**src/rtl/icc_pkg.sv**
```systemverilog
package icc_pkg;

  typedef enum logic [2:0] {
    CM_TERM     = 3'd0,
    CM_ONESHOT  = 3'd1,
    CM_RATE     = 3'd2,
    CM_SQUARE   = 3'd3,
    CM_SWSTROBE = 3'd4,
    CM_HWSTROBE = 3'd5
  } ctrMode_e;

  typedef struct packed {
    logic load;
    logic restart;
    logic step;
  } ctrStrobe_t;

  function automatic ctrMode_e normMode(input logic [2:0] sel);
    case (sel)
      3'd6:    return CM_RATE;
      3'd7:    return CM_SQUARE;
      default: return ctrMode_e'(sel);
    endcase
  endfunction

  function automatic logic isRetrig(input ctrMode_e m);
    return (m == CM_ONESHOT) || (m == CM_RATE) || (m == CM_SQUARE) || (m == CM_HWSTROBE);
  endfunction

  function automatic int unsigned pow10(input int unsigned n);
    int unsigned r;
    r = 1;
    for (int unsigned i = 0; i < n; i++) r = r * 10;
    return r;
  endfunction

endpackage

```
**src/rtl/icc_ctrl.sv**
```systemverilog
module icc_ctrl
  import icc_pkg::*;
(
  input  logic       clk,
  input  logic       rst_n,
  input  logic       tickEn,
  input  logic       gate,
  input  logic       loadStb,
  input  logic [2:0] modeSel,
  output ctrStrobe_t strb,
  output ctrMode_e   curMode,
  output logic       armed
);

  logic     gatePrevQ;
  logic     armedQ;
  ctrMode_e modeQ;
  logic     gateRise;
  logic     retrig;
  logic     doRestart;

  assign gateRise  = gate & ~gatePrevQ;
  assign retrig    = isRetrig(modeQ);
  assign doRestart = !loadStb && armedQ && gateRise && retrig;

  always_comb begin
    strb.load    = loadStb;
    strb.restart = doRestart;
    strb.step    = !loadStb && !doRestart && armedQ && tickEn && (gate || retrig);
  end

  always_ff @(posedge clk) begin
    if (!rst_n) begin
      gatePrevQ <= 1'b0;
      armedQ    <= 1'b0;
      modeQ     <= CM_TERM;
    end else begin
      gatePrevQ <= gate;
      if (loadStb) begin
        armedQ <= 1'b1;
        modeQ  <= normMode(modeSel);
      end
    end
  end

  assign curMode = modeQ;
  assign armed   = armedQ;


  load_capture_chk: assert property (@(posedge clk) disable iff (!rst_n)
    loadStb |=> (armedQ && modeQ == normMode($past(modeSel))));

endmodule

```
**src/rtl/icc_dpath.sv**
```systemverilog
module icc_dpath
  import icc_pkg::*;
#(
  parameter int CNT_W = 16
) (
  input  logic             clk,
  input  logic             rst_n,
  input  ctrStrobe_t       strb,
  input  ctrMode_e         curMode,
  input  logic [CNT_W-1:0] loadVal,
  input  logic [2:0]       modeSel,
  input  logic             bcdSel,
  output logic [CNT_W-1:0] count,
  output logic             out
);

  localparam int          CW       = CNT_W + 1;
  localparam int unsigned BCD_TOP  = pow10(CNT_W / 4);
  localparam logic [CW-1:0] BIN_FULL = {1'b1, {CNT_W{1'b0}}};
  localparam logic [CW-1:0] DEC_FULL = CW'(BCD_TOP);
  localparam logic [CW-1:0] ONE      = CW'(1);
  localparam logic [CW-1:0] TWO      = CW'(2);

  logic          bcdQ;
  logic [CW-1:0] initQ;
  logic [CW-1:0] cntQ;
  logic          outQ;
  logic          doneQ;

  logic [CW-1:0] fullLoad;
  logic [CW-1:0] loadSq;
  logic [CW-1:0] hiReload;
  logic [CW-1:0] loReload;
  logic [CW-1:0] wrapVal;
  logic [CW-1:0] decOne;
  ctrMode_e      loadMode;

  assign loadMode = normMode(modeSel);
  assign fullLoad = (loadVal == '0) ? (bcdSel ? DEC_FULL : BIN_FULL) : {1'b0, loadVal};
  assign loadSq   = fullLoad + {{(CW-1){1'b0}}, fullLoad[0]};
  assign hiReload = initQ + {{(CW-1){1'b0}}, initQ[0]};
  assign loReload = {initQ[CW-1:1], 1'b0};
  assign wrapVal  = bcdQ ? (DEC_FULL - ONE) : (BIN_FULL - ONE);
  assign decOne   = (cntQ == '0) ? wrapVal : (cntQ - ONE);

  always_ff @(posedge clk) begin
    if (!rst_n) begin
      bcdQ  <= 1'b0;
      initQ <= '0;
      cntQ  <= '0;
      outQ  <= 1'b0;
      doneQ <= 1'b0;
    end else if (strb.load) begin
      bcdQ  <= bcdSel;
      initQ <= fullLoad;
      doneQ <= 1'b0;
      cntQ  <= (loadMode == CM_SQUARE) ? loadSq : fullLoad;
      outQ  <= (loadMode == CM_SQUARE);
    end else if (strb.restart) begin
      doneQ <= 1'b0;
      cntQ  <= (curMode == CM_SQUARE) ? hiReload : initQ;
      outQ  <= (curMode == CM_SQUARE);
    end else if (strb.step) begin
      case (curMode)
        CM_TERM, CM_ONESHOT: begin
          cntQ <= decOne;
          if (cntQ == ONE) outQ <= 1'b1;
        end
        CM_RATE: begin
          if (cntQ == ONE) begin
            cntQ <= initQ;
            outQ <= 1'b1;
          end else begin
            cntQ <= cntQ - ONE;
            outQ <= 1'b0;
          end
        end
        CM_SQUARE: begin
          if (cntQ == TWO) begin
            if (outQ && initQ != ONE) begin
              outQ <= 1'b0;
              cntQ <= loReload;
            end else begin
              outQ <= 1'b1;
              cntQ <= hiReload;
            end
          end else begin
            cntQ <= cntQ - TWO;
          end
        end
        default: begin
          cntQ <= decOne;
          if (cntQ == ONE && !doneQ) begin
            outQ  <= 1'b1;
            doneQ <= 1'b1;
          end else begin
            outQ <= 1'b0;
          end
        end
      endcase
    end
  end

  assign count = cntQ[CNT_W-1:0];
  assign out   = outQ;


  term_sticky_chk: assert property (@(posedge clk) disable iff (!rst_n)
    (curMode == CM_TERM && outQ && !strb.load) |=> outQ);


  rate_pulse_chk: assert property (@(posedge clk) disable iff (!rst_n)
    (curMode == CM_RATE && outQ && strb.step && initQ != ONE) |=> !outQ);


  square_even_chk: assert property (@(posedge clk) disable iff (!rst_n)
    (curMode == CM_SQUARE) |-> !cntQ[0]);


  strobe_once_chk: assert property (@(posedge clk) disable iff (!rst_n)
    ((curMode == CM_SWSTROBE || curMode == CM_HWSTROBE) && outQ && strb.step) |=> !outQ);

endmodule

```
**src/rtl/interval_counter_channel.sv**
```systemverilog
module interval_counter_channel
  import icc_pkg::*;
#(
  parameter int CNT_W = 16
) (
  input  logic             clk,
  input  logic             rst_n,
  input  logic             tickEn,
  input  logic             gate,
  input  logic             loadStb,
  input  logic [CNT_W-1:0] loadVal,
  input  logic [2:0]       modeSel,
  input  logic             bcdSel,
  output logic [CNT_W-1:0] count,
  output logic             out
);

  ctrStrobe_t strbW;
  ctrMode_e   modeW;
  logic       armedW;

  icc_ctrl u_ctrl (
    .clk     (clk),
    .rst_n   (rst_n),
    .tickEn  (tickEn),
    .gate    (gate),
    .loadStb (loadStb),
    .modeSel (modeSel),
    .strb    (strbW),
    .curMode (modeW),
    .armed   (armedW)
  );

  icc_dpath #(.CNT_W(CNT_W)) u_dpath (
    .clk     (clk),
    .rst_n   (rst_n),
    .strb    (strbW),
    .curMode (modeW),
    .loadVal (loadVal),
    .modeSel (modeSel),
    .bcdSel  (bcdSel),
    .count   (count),
    .out     (out)
  );


  idle_quiet_chk: assert property (@(posedge clk) disable iff (!rst_n)
    !armedW |-> (!out && count == '0));

endmodule

```
**config.mk**
```make
export PLATFORM = sky130hd
export DESIGN_NAME = interval_counter_channel
export DESIGN_NICKNAME = d
export VERILOG_FILES = /design/src/rtl/icc_pkg.sv /design/src/rtl/icc_ctrl.sv /design/src/rtl/icc_dpath.sv /design/src/rtl/interval_counter_channel.sv
export SDC_FILE = /design/constraint.sdc
export NUM_CORES = 1
export LEC_CHECK = 0
export BUFFER_PORTS_ARGS = -buffer_cell sky130_fd_sc_hd__buf_2
export CORE_MARGIN = 5
export CORE_UTILIZATION = 40
export DETAILED_ROUTE_END_ITERATION = 8
export PLACE_DENSITY = 0.56
export SLEW_MARGIN = 5
export SYNTH_ARGS = -nofsm -noshare
export SYNTH_HDL_FRONTEND = slang
export SYNTH_SLANG_ARGS = --single-unit
export TNS_END_PERCENT = 10
```
**constraint.sdc**
```tcl
create_clock -name clk -period 6.51 [get_ports clk]
set_clock_uncertainty 0.15 [all_clocks]
set_input_delay 0.3255 -clock clk [delete_from_list [all_inputs] [get_ports clk]]
set_output_delay 0.3255 -clock clk [all_outputs]
set_load 0.01 [all_outputs]
```
[Yosys cells after proc, flatten, opt, wreduce, memory -nomap -nowiden]
Index checks and enable logic that the tools add are counted.
Widths: inputs -> output; s select.
Word-level totals
  register bits after elaboration: 42
  latch bits: 0
  RAM bits: 0
  ROM bits: 0
  input bits: 25
  memories kept: 0
Operators by class
  add/subtract/negate cells: 4
  multiply operators: 0
  divide/modulo/power cells: 0
  order comparisons: 0
  equality and inequality tests: 12
  shifts and indexed selects: 0
  multiplexer cells: 23
  bitwise gates (word level): 4
  reduce and logical (&&, ||, !) cells: 25
Operators by type and width (count)
  $mux 17: 11
  $add 17x1->17: 2
  $pmux 17 s2: 1
  $eq 17x1->1 const B: 1
  $eq 17x2->1 const B: 1
  $logic_not 17->1: 1
  $ne 17x1->1 const B: 1
  $sub 17x1->17 const B: 1
  $sub 17x2->17 const B: 1
  $logic_not 16->1: 1
  $mux 16: 1
  $eq 3x2->1 const B: 3
  $eq 3x3->1 const B: 3
  $logic_and 1x1->1: 9
  $mux 1: 8
  $pmux 3 s2: 1
  $reduce_and 3->1: 2
  $logic_or 1x1->1: 4
  $ne 4x2->1 const B: 1
  $ne 4x3->1 const B: 1
  $reduce_or 4->1: 1
  $eq 3x1->1 const B: 1
  $logic_not 1->1: 3
  $logic_not 3->1: 1
  6 further kinds: 8

[Longest topological paths before layout]
  depth after elaboration: 13
  mapped depth: 10
  mapped depth without buffers: 8

[Hierarchy]
From an unflattened synthesis, not the netlist that was laid out.
Unflattened totals
  cells, all modules: 613
  area total of the unflattened synthesis: 4460.5 um^2
Modules (own cells, without submodules)
  icc_dpath: instances 1, cells each 587, area an instance 4202.8 um^2, sequential area each 740.7 um^2
  icc_ctrl: instances 1, cells each 26, area an instance 257.7 um^2, sequential area each 100.1 um^2

[Worst setup path after synthesis]
Ideal clock, no wire load.
  path type: register to register
  start: reg u_dpath.cntQ[1]
  end: reg u_dpath.cntQ[10]
  library setup time: 132 ps
  data arrival time: 1967 ps
  setup slack: 4261 ps
  stages on the path, launching flop included: 10
  buffers on the path: 1
  cells stage by stage: dfxtp_1 inv_1 ha_1 clkbuf_1 nor3b_2 nand3_1 xnor2_1 a211oi_1 a2bb2oi_1 o41ai_1
On the way
  word-level cells in the longest chain between the ends: 6
  elaborated cells between the ends (all ways): 12
Ends and longest elaborated chain
  from (decl): RTL line icc_dpath.sv:26  | logic [CW-1:0] cntQ;
  from (signal assigned): RTL line icc_dpath.sv:57  | cntQ <= (loadMode == CM_SQUARE) ? loadSq : fullLoad;
  from (signal assigned): RTL line icc_dpath.sv:61  | cntQ <= (curMode == CM_SQUARE) ? hiReload : initQ;
  from (signal assigned): RTL line icc_dpath.sv:66  | cntQ <= decOne;
  $sub 17x1->17, or another cell as far along: RTL line icc_dpath.sv:44, icc_dpath.sv:74
  $mux 17, on equally long branches: RTL line icc_dpath.sv:44, icc_dpath.sv:70, icc_dpath.sv:79
  $pmux 17 s2 *: RTL line icc_dpath.sv:64  | case (curMode)
  $mux 17 *: RTL line icc_dpath.sv:63  | end else if (strb.step) begin
  $mux 17 *: RTL line icc_dpath.sv:59  | end else if (strb.restart) begin
  $mux 17 *: RTL line icc_dpath.sv:53  | end else if (strb.load) begin
Every way passes the cells marked *; elsewhere a longest branch is shown, timed or not. The select of a mux whose other input is x is not followed.
A chain may end at the register's enable or synchronous reset.

[Worst setup path in the final report]
  start: reg u_dpath.cntQ[4]
  end: reg u_dpath.cntQ[1]
On the way
  word-level cells in the longest chain between the ends: 6
  elaborated cells between the ends (all ways): 10
Ends and longest elaborated chain
  $eq 17x2->1, or another cell as far along: RTL line icc_dpath.sv:79  | if (cntQ == TWO) begin
  $mux 17, on equally long branches: RTL line icc_dpath.sv:79, icc_dpath.sv:44, icc_dpath.sv:70
  $pmux 17 s2 *: RTL line icc_dpath.sv:64
  $mux 17 *: RTL line icc_dpath.sv:63
  $mux 17 *: RTL line icc_dpath.sv:59
  $mux 17 *: RTL line icc_dpath.sv:53
Marks and branches as above.

==> reports/results.tsv <==
stage	metric	value	unit
layout	Antenna diodes	0	
critical_path	critical path, cell by cell	nor4_2, nand4_1, a221oi_1, a2bb2oi_2, o221ai_2, a221oi_2	
clocking	clock buffer depth	2	
synth	Synth Net Count	658	
synth	Netlist cell types	88	
sta	minimum clock period	3369	ps
pwr	clock share of power	32.2	%
clocking	clock root buffer	clkbuf_16	
routing	wire per inst	22.39	um
die	Die X	118.9	um
critical_path	Reg2Reg Launch Point	u_dpath.cntQ[4]	
pwr	Flop pwr share	36.3	%
sta	RSZ-0062 raised after global routing	false	
global_route	antenna violations before repair	0	
clocking	hold buffer count at CTS	0	
place	Port Buffer Count	41	
min_path	Hold Path Sink	u_ctrl.curMode[2]	
die	Initial Util	41.19	%
min_path	worst hold path depth	3	
critical_path	worst path required time	6510	ps
layout	Final nets	637	
sta	Setup TNS Final	0	ps
place	GPL Wtd Cong	0.9114	
critical_path	Setup CP Type	register to register	
routing	Vias	4863	
die	core box area	0.01152	mm2
clocking	Num CTS Buffers	5	
pwr	Sw Share	37.95	%
clocking	Sink Count	42	
routing	DRT antenna net count	0	
critical_path	type of destination of the critical path	register	
critical_path	Worst path max stage delay	910	ps
pwr	worst vdd ir	110.9	uV
place	worst slack, placed	3150	ps
critical_path	CP startpoint kind	register	
sta	final worst slack	3141	ps
synth	Seq/Total Area, Yosys	17.73	%
critical_path	CP max stage cell	nand4_1	
synth	Seq cells post-synth	42	
sta	Setup Viol. Count Final	0	
routing	drt first-iter violations	540	
global_route	first-pass GRT wire length	26280	um
global_route	All-Layer GR Usage	23.12	%
clocking	Setup Buffers After CTS	0	
pwr	Int Pwr	0.5657	mW
layout	fraction of layout instances using a drive strength above 1	14.24	%
die	I/O pin count	42	
clocking	post_cts resized	0	
global_route	number of global-route vias before repair	4485	
sta	Final Hold Fails	0	
sta	worst-margin pin slew	912.1	ps
synth	synth top area cells	dfxtp_1, xor2_1, nor2_1	
pwr	leakage power	1.770	nW
sta	Pins Over Slew Limit	0	
global_route	gr ovfl total	0	
synth	EDFF count, synth	0	
pwr	combinational share of power	31.4	%
sta	max_slew headroom	38.97	%
routing	Vias/cell	6.510	
synth	most frequent cells after synthesis	nor2_1, dfxtp_1, nand2_1	
clocking	clk_lat worst skew	290	ps
critical_path	Worst R2R Path Depth	6	
synth	Ys Warns	0	
critical_path	flop-to-flop setup slack	3140	ps
synth	largest area contributor in the netlist	dfxtp_1	
synth	Synth Instances	624	
critical_path	Arr. time, crit path	3370	ps
global_route	largest net degree at the start of global routing	42	
min_path	Hold Startpoint	modeSel[2]	
critical_path	CP Max Fanout	17	
critical_path	Buf/Inv on CP	0	
synth	fraction of registers with async set/reset	0	%
layout	fillers	1221	
clocking	CTS tree	done	
die	DIE HEIGHT	118.9	um
synth	post-synth top area share	17.73	%
die	Rows	39	
critical_path	delay-heaviest family, CP	simple AND/OR/NAND/NOR gates	
synth	most frequent cell after synthesis	nor2_1	
sta	Tcrit/Tclk final	51.76	%
synth	Post-synth top flop	dfxtp_1	
synth	cell area after synthesis	0.004743	mm2
run_status	status	complete, no violations	
routing	final WL	16730	um
routing	DRC errors left	0	
pwr	switching power	0.3460	mW
pwr	pwr dens	186.8	mW/mm2
place	placed wire-length estimate	12410	um
synth	Avg Inst Size Synth	7.601	um2
clocking	H-tree levels	2	
run	Max-Cap Viols	0	
routing	drt pass-1 iters	5	
clocking	Reg clk slew, reported paths	70	ps
die	die area	0.01414	mm2
layout	Layout Area Growth over Synthesis	2.902	%
min_path	worst min path class	input port to register	
critical_path	Worst R2R End	u_dpath.cntQ[1]	
sta	Peak Freq	0.2968	GHz
[layer usage]
| metal | track usage [%] | wire, um | vias to the layer above |
|---|---|---|---|
| met4 | 6.155 | 338 | 0 |
| met2 | 35.35 | 7403 | 251 |
| met5 | 0 | 0 | - |
| met3 | 2.796 | 1253 | 21 |
| li1 | - | - | 2274 |
| met1 | 34.31 | 7730 | 2317 |
[layout make-up]
| type | instances | area [um2] | area share, % |
|---|---|---|---|
| clock buffers | 5 | 125.1 | 2.563 |
| flip-flops and latches | 42 | 840.8 | 17.23 |
| multi-input cells | 496 | 3416 | 69.98 |
| clock inverters | 3 | 40.04 | 0.8203 |
| repair buffers | 44 | 227.7 | 4.665 |
| inverters | 14 | 52.55 | 1.077 |
| well taps | 143 | 178.9 | 3.666 |
[logic make-up after synthesis]
| kind of cell | count (synthesis) | share of synthesized area, % |
|---|---|---|
| adders and majority gates | 9 | 2.374 |
| AOI/OAI and AO/OA | 148 | 22.79 |
| and+or+nand+nor | 267 | 33.10 |
| buffers and inverters | 86 | 10.26 |
| DFF | 42 | 17.73 |
| xor gates and xnor gates | 55 | 10.16 |
| muxes | 17 | 3.587 |
[flip-flops by register name (all words and copies together), names as in the netlist]
register	cells
u_ctrl.armed	1
u_ctrl.curMode	3
u_ctrl.gatePrevQ	1
u_dpath.bcdQ	1
u_dpath.cntQ	17
u_dpath.doneQ	1
u_dpath.initQ	17
u_dpath.out	1
[power groups by stage]
stage / clock (mW) / combinational [mW] / sequential (mW)
floorplan: 0 / 0.251 / 0.296
global placement: 0 / 0.280 / 0.335
detailed placement: 0 / 0.278 / 0.335
CTS: 0.295 / 0.281 / 0.330
global route: 0.308 / 0.310 / 0.335
finish: 0.294 / 0.286 / 0.331
[tightest hold or removal path, cell delays in order]
cell,delay [ps]
buf_2,90
nand3b_1,60
a21oi_1,60
[how the worst max path moves through the flow]
| stage | start | to | cells past startpoint | slack [ps] |
|---|---|---|---|---|
| 6_report | u_dpath.cntQ[4] | u_dpath.cntQ[1] | 6 | 3140 |
| 5_1_grt | u_dpath.cntQ[4] | u_dpath.cntQ[1] | 6 | 2980 |
| 4_1_cts | u_dpath.cntQ[4] | u_dpath.cntQ[1] | 6 | 3200 |
| 3_5_place_dp | loadStb | u_dpath.cntQ[3] | 7 | 3150 |
| 3_3_place_gp | loadStb | u_dpath.cntQ[3] | 7 | 3200 |
| 2_1_floorplan | u_dpath.cntQ[1] | u_dpath.cntQ[10] | 9 | 4260 |
[cells in the final DEF (no fill, tap or decap), types with 6 or more instances in the layout]
cell,count
a211oi_1,8
a21oi_1,29
a31oi_1,7
and3_1,8
and4_1,9
buf_2,41
dfxtp_1,42
ha_1,9
inv_1,12
mux2i_1,17
nand2_1,39
nand3_1,31
nand4_1,19
nor2_1,60
nor3_1,29
nor4_1,14
nor4b_1,6
o211ai_1,11
o21ai_0,28
xnor2_1,19
xor2_1,36
[per-stage QoR]
stage                     hold slack (ps)  power, mW  cells  instance area [um2]  util, %
after floorplan                     297.2     0.5474    624                 4743        -
after global placement              370.5     0.6150    739                 4716    40.95
after detailed placement            380.8     0.6136    739                 4716    40.95
after CTS                           151.8     0.9057    747                 4881    42.38
after global routing                170.9     0.9536    747                 4881    42.38
final                               147.3     0.9118    747                 4881    42.38
(Power assumes the default switching activity.)
